==> src/rtl/rrs_pkg.sv <==
package rrs_pkg;
  typedef enum logic {ST_IDLE, ST_BUSY} rrs_state_e;
  localparam int unsigned DW_BYTES = 4;
endpackage

==> src/rtl/rrs_legal.sv <==
module rrs_legal #(
  parameter int unsigned BCNT_W    = 11,
  parameter int unsigned MAX_BEATS = 1024
) (
  input  logic [1:0]        addr_lo_i,
  input  logic [BCNT_W-1:0] bcnt_i,
  input  logic [3:0]        be_i,
  output logic              bad_o
);
  always_comb begin
    bad_o = 1'b0;
    if (bcnt_i == '0)                            bad_o = 1'b1;
    if (32'(bcnt_i) > MAX_BEATS)                 bad_o = 1'b1;
    if (bcnt_i != BCNT_W'(1) && be_i != 4'hF)    bad_o = 1'b1;
    if (addr_lo_i != 2'b00)                      bad_o = 1'b1;
  end
endmodule

==> src/rtl/rrs_chunk.sv <==
module rrs_chunk #(
  parameter int unsigned OFF_W     = 10,
  parameter int unsigned REM_W     = 11,
  parameter int unsigned LEN_W     = 7,
  parameter int unsigned MAX_RD_DW = 64
) (
  input  logic [OFF_W-1:0] off_i,
  input  logic [REM_W-1:0] rem_i,
  output logic [LEN_W-1:0] len_o
);
  localparam int unsigned W = (REM_W > OFF_W + 1) ? REM_W : OFF_W + 1;

  logic [W-1:0] to_bound, rem_x, cap, pick;

  always_comb begin
    to_bound = W'(1 << OFF_W) - W'(off_i);
    rem_x    = W'(rem_i);
    cap      = W'(MAX_RD_DW);
    pick     = (rem_x < cap) ? rem_x : cap;
    if (to_bound < pick) pick = to_bound;
    len_o    = LEN_W'(pick);
  end
endmodule

==> src/rtl/rrs_tag_pool.sv <==
module rrs_tag_pool #(
  parameter int unsigned TAG_W = 5
) (
  input  logic             clk_i,
  input  logic             rst_ni,
  input  logic             issue_i,
  input  logic             release_i,
  output logic [TAG_W-1:0] tag_o,
  output logic             avail_o
);
  localparam int unsigned NUM_TAGS = 1 << TAG_W;

  logic [TAG_W:0]   cnt_q;
  logic [TAG_W-1:0] tag_q;
  logic             dec;

  assign dec     = release_i && (cnt_q != '0);
  assign avail_o = 32'(cnt_q) < NUM_TAGS;
  assign tag_o   = tag_q;

  always_ff @(posedge clk_i or negedge rst_ni) begin
    if (!rst_ni) begin
      cnt_q <= '0;
      tag_q <= '0;
    end else begin
      if (issue_i && !dec)      cnt_q <= cnt_q + 1'b1;
      else if (!issue_i && dec) cnt_q <= cnt_q - 1'b1;
      if (issue_i) tag_q <= tag_q + 1'b1;
    end
  end


  issue_while_full_chk: assert property (@(posedge clk_i) disable iff (!rst_ni)
    issue_i |-> avail_o);


  cnt_cap_chk: assert property (@(posedge clk_i) disable iff (!rst_ni)
    32'(cnt_q) <= NUM_TAGS);
endmodule

==> src/rtl/rd_req_splitter.sv <==
module rd_req_splitter #(
  parameter int unsigned ADDR_W          = 64,
  parameter int unsigned BCNT_W          = 11,
  parameter int unsigned TAG_W           = 5,
  parameter int unsigned MAX_RD_BYTES    = 256,
  parameter int unsigned BOUND_BYTES     = 4096,
  parameter int unsigned MAX_BURST_BYTES = 4096
) (
  input  logic              clk_i,
  input  logic              rst_ni,
  input  logic              in_valid_i,
  output logic              in_ready_o,
  input  logic [ADDR_W-1:0] in_addr_i,
  input  logic [BCNT_W-1:0] in_bcnt_i,
  input  logic [3:0]        in_be_i,
  output logic              out_valid_o,
  input  logic              out_ready_i,
  output logic [ADDR_W-1:0] out_addr_o,
  output logic [6:0]        out_len_o,
  output logic [3:0]        out_first_be_o,
  output logic [3:0]        out_last_be_o,
  output logic              out_fmt64_o,
  output logic [TAG_W-1:0]  out_tag_o,
  output logic              out_err_o,
  input  logic              tag_release_i
);
  import rrs_pkg::*;

  localparam int unsigned MAX_RD_DW = MAX_RD_BYTES / DW_BYTES;
  localparam int unsigned BOUND_DW  = BOUND_BYTES / DW_BYTES;
  localparam int unsigned MAX_BEATS = MAX_BURST_BYTES / DW_BYTES;
  localparam int unsigned LEN_W     = $clog2(MAX_RD_DW + 1);
  localparam int unsigned OFF_W     = $clog2(BOUND_DW);
  localparam int unsigned REM_W     = $clog2(MAX_BEATS + 1);

  rrs_state_e        state_q;
  logic [ADDR_W-1:0] addr_q;
  logic [REM_W-1:0]  rem_q;
  logic [3:0]        be_q;
  logic              err_q;

  logic              bad, tag_avail, fire, issue, last;
  logic [LEN_W-1:0]  chunk_len;
  logic [TAG_W-1:0]  tag;

  rrs_legal #(.BCNT_W(BCNT_W), .MAX_BEATS(MAX_BEATS)) u_legal (
    .addr_lo_i (in_addr_i[1:0]),
    .bcnt_i    (in_bcnt_i),
    .be_i      (in_be_i),
    .bad_o     (bad)
  );

  rrs_chunk #(.OFF_W(OFF_W), .REM_W(REM_W), .LEN_W(LEN_W), .MAX_RD_DW(MAX_RD_DW)) u_chunk (
    .off_i (addr_q[OFF_W+1:2]),
    .rem_i (rem_q),
    .len_o (chunk_len)
  );

  rrs_tag_pool #(.TAG_W(TAG_W)) u_tags (
    .clk_i     (clk_i),
    .rst_ni    (rst_ni),
    .issue_i   (issue),
    .release_i (tag_release_i),
    .tag_o     (tag),
    .avail_o   (tag_avail)
  );

  assign in_ready_o  = (state_q == ST_IDLE);
  assign out_valid_o = (state_q == ST_BUSY) && (err_q || tag_avail);
  assign fire        = out_valid_o && out_ready_i;
  assign issue       = fire && !err_q;
  assign last        = err_q || (rem_q == REM_W'(chunk_len));

  always_ff @(posedge clk_i or negedge rst_ni) begin
    if (!rst_ni) begin
      state_q <= ST_IDLE;
      addr_q  <= '0;
      rem_q   <= '0;
      be_q    <= '0;
      err_q   <= 1'b0;
    end else if (state_q == ST_IDLE) begin
      if (in_valid_i) begin
        state_q <= ST_BUSY;
        addr_q  <= in_addr_i;
        rem_q   <= bad ? '0 : REM_W'(in_bcnt_i);
        be_q    <= in_be_i;
        err_q   <= bad;
      end
    end else if (fire) begin
      if (last) state_q <= ST_IDLE;
      else begin
        addr_q <= addr_q + {{(ADDR_W-LEN_W-2){1'b0}}, chunk_len, 2'b00};
        rem_q  <= rem_q - REM_W'(chunk_len);
      end
    end
  end

  assign out_addr_o     = addr_q;
  assign out_len_o      = err_q ? '0 : 7'(chunk_len);
  assign out_first_be_o = err_q ? 4'h0 : be_q;
  assign out_last_be_o  = (err_q || chunk_len == LEN_W'(1)) ? 4'h0 : 4'hF;
  assign out_fmt64_o    = |addr_q[ADDR_W-1:32];
  assign out_tag_o      = tag;
  assign out_err_o      = err_q;


  len_range_chk: assert property (@(posedge clk_i) disable iff (!rst_ni)
    out_valid_o && !out_err_o |-> out_len_o != '0 && 32'(out_len_o) <= MAX_RD_DW);


  no_cross_chk: assert property (@(posedge clk_i) disable iff (!rst_ni)
    out_valid_o && !out_err_o |->
      (32'(out_addr_o[OFF_W+1:2]) + 32'(out_len_o)) <= BOUND_DW);


  busy_ready_chk: assert property (@(posedge clk_i) disable iff (!rst_ni)
    out_valid_o |-> !in_ready_o);


  hold_chk: assert property (@(posedge clk_i) disable iff (!rst_ni)
    out_valid_o && !out_ready_i |=> out_valid_o && $stable(out_addr_o)
      && $stable(out_len_o) && $stable(out_tag_o));
endmodule

==> config.mk <==
export PLATFORM = sky130hd
export DESIGN_NAME = rd_req_splitter
export DESIGN_NICKNAME = d
export VERILOG_FILES = /design/src/rtl/rrs_pkg.sv /design/src/rtl/rrs_legal.sv /design/src/rtl/rrs_chunk.sv /design/src/rtl/rrs_tag_pool.sv /design/src/rtl/rd_req_splitter.sv
export SDC_FILE = /design/constraint.sdc
export NUM_CORES = 1
export LEC_CHECK = 0
export ABC_AREA = 1
export BUFFER_PORTS_ARGS = -buffer_cell sky130_fd_sc_hd__buf_4
export CORE_UTILIZATION = 40
export CTS_BUF_LIST = sky130_fd_sc_hd__clkbuf_4
export DETAILED_ROUTE_END_ITERATION = 8
export HOLD_SLACK_MARGIN = 0.02
export SYNTH_ARGS = -nofsm -noshare
export SYNTH_HDL_FRONTEND = slang
export SYNTH_SLANG_ARGS = --single-unit
==> constraint.sdc <==
create_clock -name clk_i -period 6.4 [get_ports clk_i]
set_clock_uncertainty 0.1 [all_clocks]
set_input_delay 1.28 -clock clk_i [delete_from_list [all_inputs] [get_ports clk_i]]
set_output_delay 1.28 -clock clk_i [all_outputs]
set_load 0.05 [all_outputs]
[After elaboration in Yosys (flattened, before gate mapping)]
Cells that the tools add are included.
Storage, ports and cells
  flip-flop bits (word level): 92
  word-level logic and storage cells: 69
Cells by class
  add/subtract/negate cells: 6
  $lt $le $gt $ge: 4
  equality and inequality tests: 6
  multiplexer cells: 24
  bitwise gates (word level): 1
  reductions and logical operators: 21
Operators with widths (count)
  2-to-1 mux 64 bit: 4
  2-to-1 mux 11 bit: 6
  adder 64 x 9 -> 64 bit: 1
  OR reduction 32 bit: 1
  2-to-1 mux 7 bit: 2
  2-to-1 mux 6 bit: 2
  == test 11 x 7 -> 1 bit: 1
  greater-than comparator 11 bit (second input constant): 1
  logical NOT 11 bit: 1
  < comparator 11 bit: 1
  < comparator 11 x 7 -> 1 bit (second input constant): 1
  inequality test 11 x 1 -> 1 bit (second input constant): 1
  subtractor 11 x 10 -> 11 bit (first input constant): 1
  subtractor 11 x 7 -> 11 bit: 1
  2-to-1 mux 1 bit: 8
  2-to-1 mux 4 bit: 2
  == test 7 x 1 -> 1 bit (second input constant): 1
  logical AND 1 bit: 7
  adder 6 x 1 -> 6 bit (second input constant): 1
  < comparator 6 bit (second input constant): 1
  nonzero test 2 bit: 3
  nonzero test 6 bit: 1
  subtractor 6 x 1 -> 6 bit (second input constant): 1
  adder 5 x 1 -> 5 bit (second input constant): 1
  8 further kinds: 12

[Longest topological paths before layout]
  depth after elaboration: 9
  mapped depth: 32
  gate-level depth less buffers: 32

[Modules after synthesis]
From an unflattened synthesis, not the netlist that was laid out.
Unflattened totals
  cell total of the unflattened synthesis: 1396
  area total of the unflattened synthesis: 8471.9 um2
Modules (own cells, without submodules)
  rd_req_splitter: instances 1, cells an instance 1200, area an instance 7081.8 um2
  rrs_tag_pool: instances 1, cells an instance 74, area an instance 643.1 um2
  rrs_chunk: instances 1, cells an instance 100, area an instance 638.1 um2
  rrs_legal: instances 1, cells an instance 22, area an instance 108.9 um2

[Least setup slack after synthesis]
No wires, ideal clock.
  path kind: reg-to-output
  start point: reg addr_q[3] (netlist: out_addr_o[3])
  end point: out out_last_be_o[1]
  arrival: 4008 ps
  data required time: 5020 ps
  slack: 1012 ps
  stages on the path, launching flop included: 21
  cells stage by stage: dfrtp_1 -> inv_1 -> ha_1 -> nand2_1 -> nor2_1 -> nand4_1 -> nand2_1 -> inv_1 -> ha_1 -> nand2_1 -> inv_1 -> o21ai_1 -> a21oi_1 -> nor2_1 -> nand2_4 -> nand2_1 -> nand2_2 -> nand2_1 -> nor2_1 -> a21oi_1 -> buf_4
Between the ends
  longest elaborated chain between the ends: 6
Ends and longest elaborated chain
  start, declared: RTL line rd_req_splitter.sv:37  | logic [ADDR_W-1:0] addr_q;
  start signal, assigned: RTL line rd_req_splitter.sv:84  | addr_q <= in_addr_i;
  start signal, assigned: RTL line rd_req_splitter.sv:92  | addr_q <= addr_q + {{(ADDR_W-LEN_W-2){1'b0}}, chunk_len, 2'b00};
  subtractor 11 x 10 -> 11 bit (*): RTL line rrs_chunk.sv:16  | to_bound = W'(1 << OFF_W) - W'(off_i);
  < comparator 11 bit: RTL line rrs_chunk.sv:20  | if (to_bound < pick) pick = to_bound;
  2-to-1 mux 7 bit (*): RTL line rrs_chunk.sv:20
  == test 7 x 1 -> 1 bit (*): RTL line rd_req_splitter.sv:101  | assign out_last_be_o = (err_q || chunk_len == LEN_W'(1)) ? 4'h0 : 4'hF;
  logical OR 1 bit (*): RTL line rd_req_splitter.sv:101
  2-to-1 mux 4 bit (*): RTL line rd_req_splitter.sv:101
  end, declared: RTL line rd_req_splitter.sv:21  | output logic [3:0] out_last_be_o,
Every way passes the cells marked *; elsewhere a longest branch is shown, timed or not.

[Final worst setup path]
  start point: reg addr_q[3] (netlist: out_addr_o[3])
  end point: reg addr_q[61] (netlist: out_addr_o[61])
Between the ends
  longest elaborated chain between the ends: 7
  elaborated cells on any way between the ends: 11
Ends and longest elaborated chain (RTL line)
  subtractor 11 x 10 -> 11 bit: rrs_chunk.sv:16
  < comparator 11 bit: rrs_chunk.sv:20
  2-to-1 mux 7 bit: rrs_chunk.sv:20
  adder 64 x 9 -> 64 bit / == test 11 x 7 -> 1 bit (equally long branches): rd_req_splitter.sv:92, rd_req_splitter.sv:72
  2-to-1 mux 64 bit / logical OR 1 bit (equally long branches): rd_req_splitter.sv:90, rd_req_splitter.sv:72
  2-to-1 mux 64 bit / inequality test 2 bit (equally long branches)
  2-to-1 mux 64 bit / AND reduction 3 bit (equally long branches)
Parallel ways exist; a longest one is shown, timed or not. The select of a mux whose other input is x is not followed.
A chain may end at the register's enable or synchronous reset.

==> run_results.csv <==
group,metric,value,unit
critical_path,critical-path-slowest-cell,"sky130_fd_sc_hd__inv_2",
placement,post-place-ws,1.06,ns
placement,detailedPlacementHpwl,21800,µm
critical_path,worst_setup_path_start_kind,"flip-flop",
grt,grt_util_met1,0.403,
floorplanning,start_util,0.411,
cts,cts_max_path_buffers,2,
critical_path,path_max_fanout,62,
placement,placement.io_buffers,171,
detailed_routing,drcViolationCount,0,
sta,final_min_period_over_clock_period,0.849,
floorplanning,boundaryPins,172,
critical_path,crit_arrival,5.70,ns
synthesis,postSynthCellCount,1216,
detailed_routing,first_pass_iters,5,
sta,timing.fmax,184,MHz
grt,grt-ovfl-total,0,
detailed_routing,total_wirelength,27900,µm
synthesis,ys_ff_latch,92,
grt,grt_max_degree,63,
placement,place.detailed.instances,1617,
floorplanning,rows,51,
sta,fin_tns_setup,0,ns
sta,setup_viol_count_final,0,
cells_and_area,layout-area-overhead-vs-synth,19.4,%
sta,worst_slack,0.969,ns
sta,timing.final.hold_violations,0,
cts,cts.htree.levels,3,
cells_and_area,ff_latch_area,2310,µm²
floorplanning,die_area,20700,µm²
pwr,leakagePower,0.00465,µW
grt,grt_use_met3,0.0410,
grt,via_count_of_the_first_global_routing_pass,7930,
cts,clk_latency,0.50,ns
grt,grt_use_met2,0.424,
synthesis,synthesis.area_per_instance,6.62,µm²
sta,slew_headroom,0.542,
grt,grt_most_used_layer,"met2",
synthesis,synth_cell_types,49,
synthesis,synth.area.top_cells,"sky130_fd_sc_hd__dfrtp_1 29%, sky130_fd_sc_hd__nand2_1 13%, sky130_fd_sc_hd__nand3_1 6.9%",
cells_and_area,final_cells,1634,
critical_path,timing.critical_path.mode_cell,"sky130_fd_sc_hd__nand2_1",
cells_and_area,layout_cells_sized_above_1,0.186,
cells_and_area,multiInputGateArea,4940,µm²
detailed_routing,drt-vias-per-instance,5.34,
critical_path,timing.critical_path.slowest_cell_delay,0.68,ns
grt,antenna_found_initial,1,
critical_path,worst-setup-path-type,"reg2reg",
floorplanning,die_w,144,µm
worst_hold_path,hold_path.class,"reg2reg",
floorplanning,core_region_area,19600,µm²
cells_and_area,finish.net_count,1481,
cts,cts_inserted_buffers,9,
synthesis,part_of_the_yosys_area_used_for_sequential_elements,0.286,
outcome,run_status,"finished, final reports clean",
placement,gp_routability_congestion,0.928,
synthesis,yosys_warnings,0,
detailed_routing,drt-initial-drc-count,647,
detailed_routing,routed-via-count,8728,
cts,root_buffer_cell,"sky130_fd_sc_hd__clkbuf_4",
cts,postCtsHoldBufs,0,
cts,number_of_sinks_handled_by_clock_tree_synthesis,92,
sta,tightest_slew,0.687,ns
detailed_routing,drt-wirelength-per-cell,17.1,µm
cts,post_cts.repair.setup_buffers,0,
critical_path,critPathRequiredTime,6.67,ns
synthesis,yosysTopAreaCell,"sky130_fd_sc_hd__dfrtp_1",
floorplanning,fp.dieH,144,µm
grt,wire_length_of_the_first_global_routing_pass,43500,µm
sta,fin_crit,5.43,ns
synthesis,synthDominantCellAreaShare,0.286,
pwr,cellPowerDensity,632,nW/µm²
job,timing.max_cap.violations,0,
cts,cts_tree,"yes",
cells_and_area,filler_cell_count,2095,
grt,groute.usage.overall,0.275,
sta,grt_setup_unrepaired,"no",
pwr,vdd.ir_drop.worst,0.289,mV
synthesis,summed_instance_area_of_the_synthesized_netlist,8050,µm²
cts,cts.repair.resized,0,
cts,clkTransAtPathRegs,0.17,ns
sta,drv_slew,0,
critical_path,cp-end-kind,"flip-flop",
detailed_routing,ant_nets,0,
-- cells in the mapped netlist, drive strengths merged --
| master | number |
|---|---|
| o21ai | 104 |
| clkinv | 1 |
| o21bai | 1 |
| o31ai | 2 |
| a31oi | 9 |
| nand4 | 40 |
| and2 | 3 |
| nor2 | 154 |
| inv | 148 |
| o211ai | 13 |
| fa | 3 |
| o21a | 2 |
| nand3 | 113 |
| xor2 | 22 |
| ha | 31 |
| xnor2 | 6 |
| buf | 27 |
| nor3b | 1 |
| nand3b | 7 |
| a22oi | 1 |
| or2 | 6 |
| clkbuf | 15 |
| a21oi | 58 |
| conb | 1 |
| nand2 | 299 |
| nor4 | 9 |
| dfrtp | 92 |
| o22ai | 17 |
| mux2 | 2 |
| nor3 | 29 |
-- layer usage --
layer  up-vias  wire length (µm)
met2       330             12200
met5         -                 0
li1       4321                 -
met3        34              1870
met1      4043             13400
met4         0               391
-- through the flow --
stage | total power (µW) | util | cell area, µm² | hold WS, ns
2_1_floorplan | 4500 | - | 8060 | 0.349
3_3_place_gp | 5670 | 0.483 | 9450 | 0.363
3_5_place_dp | 5680 | 0.483 | 9450 | 0.371
4_1_cts | 6060 | 0.490 | 9600 | 0.401
5_1_grt | 6580 | 0.490 | 9610 | 0.437
6_report | 6070 | 0.490 | 9610 | 0.399
-- cell type report --
cell class | count | area share
multi-input cells | 936 | 0.515
flip-flops and latches | 92 | 0.240
repair buffers | 175 | 0.137
inverters | 149 | 0.0582
well taps | 265 | 0.0345
clock inverters | 7 | 0.00847
clock buffers | 9 | 0.00703
diodes | 1 | 0.000261
-- cells by family (layout without fill, tap and decap cells) --
family,count (synthesis),count (layout),share of synthesized area
adders and majority gates,34,34,0.0557
AOI/OAI and AO/OA,207,207,0.143
xor gates and xnor gates,28,28,0.0305
and+or+nand+nor,661,661,0.380
DFF,92,92,0.286
muxes,2,2,0.00280
buffers and inverters,191,340,0.101
other,1,5,0.000466
-- sequential cells by signal (all words and copies together), names as in the netlist --
signal	cells
out_addr_o	64
rem_q	11
u_tags.cnt_q	6
u_tags.tag_o	5
be_q	4
out_err_o	1
state_q	1
-- final timing paths --
check | start | endpoint | slack [ns] | depth (start not counted)
worst max-delay path | out_addr_o[3] | out_addr_o[61] | 0.97 | 28
worst min-delay path | u_tags.tag_o[4] | u_tags.tag_o[4] | 0.40 | 1
worst max register to register | out_addr_o[3] | out_addr_o[61] | 0.97 | 28
worst min register to register | u_tags.tag_o[4] | u_tags.tag_o[4] | 0.40 | 1
max in group asynchronous | rst_ni | state_q | 4.40 | 2
min in group asynchronous | rst_ni | out_addr_o[63] | 0.68 | 1
-- report_power, final --
group	internal [µW]	total [µW]	leakage [µW]	switching, µW
logic	1350	4330	0.00346	2980
clock network	125	372	0.0000764	247
registers	867	1370	0.00111	504
-- placed cells by master, fill, tap and decap left out, drive strengths merged, types with 22 or more instances in the layout --
cell type,instances
nand4,40
o21ai,104
inv,151
ha,31
nor2,154
a21oi,58
nand3,113
nand2,299
buf,175
nor3,29
xor2,22
dfrtp,92
-- critical path, delay by kind of cell, from the launching register on --
kind | cells | cell delay (ns)
buf+inv | 7 | 1.18
simple gates | 14 | 2.28
flops | 1 | 0.45
fa+ha+maj | 3 | 0.85
compound gates | 4 | 0.43
Note: power is estimated with default switching activity, not from simulation.
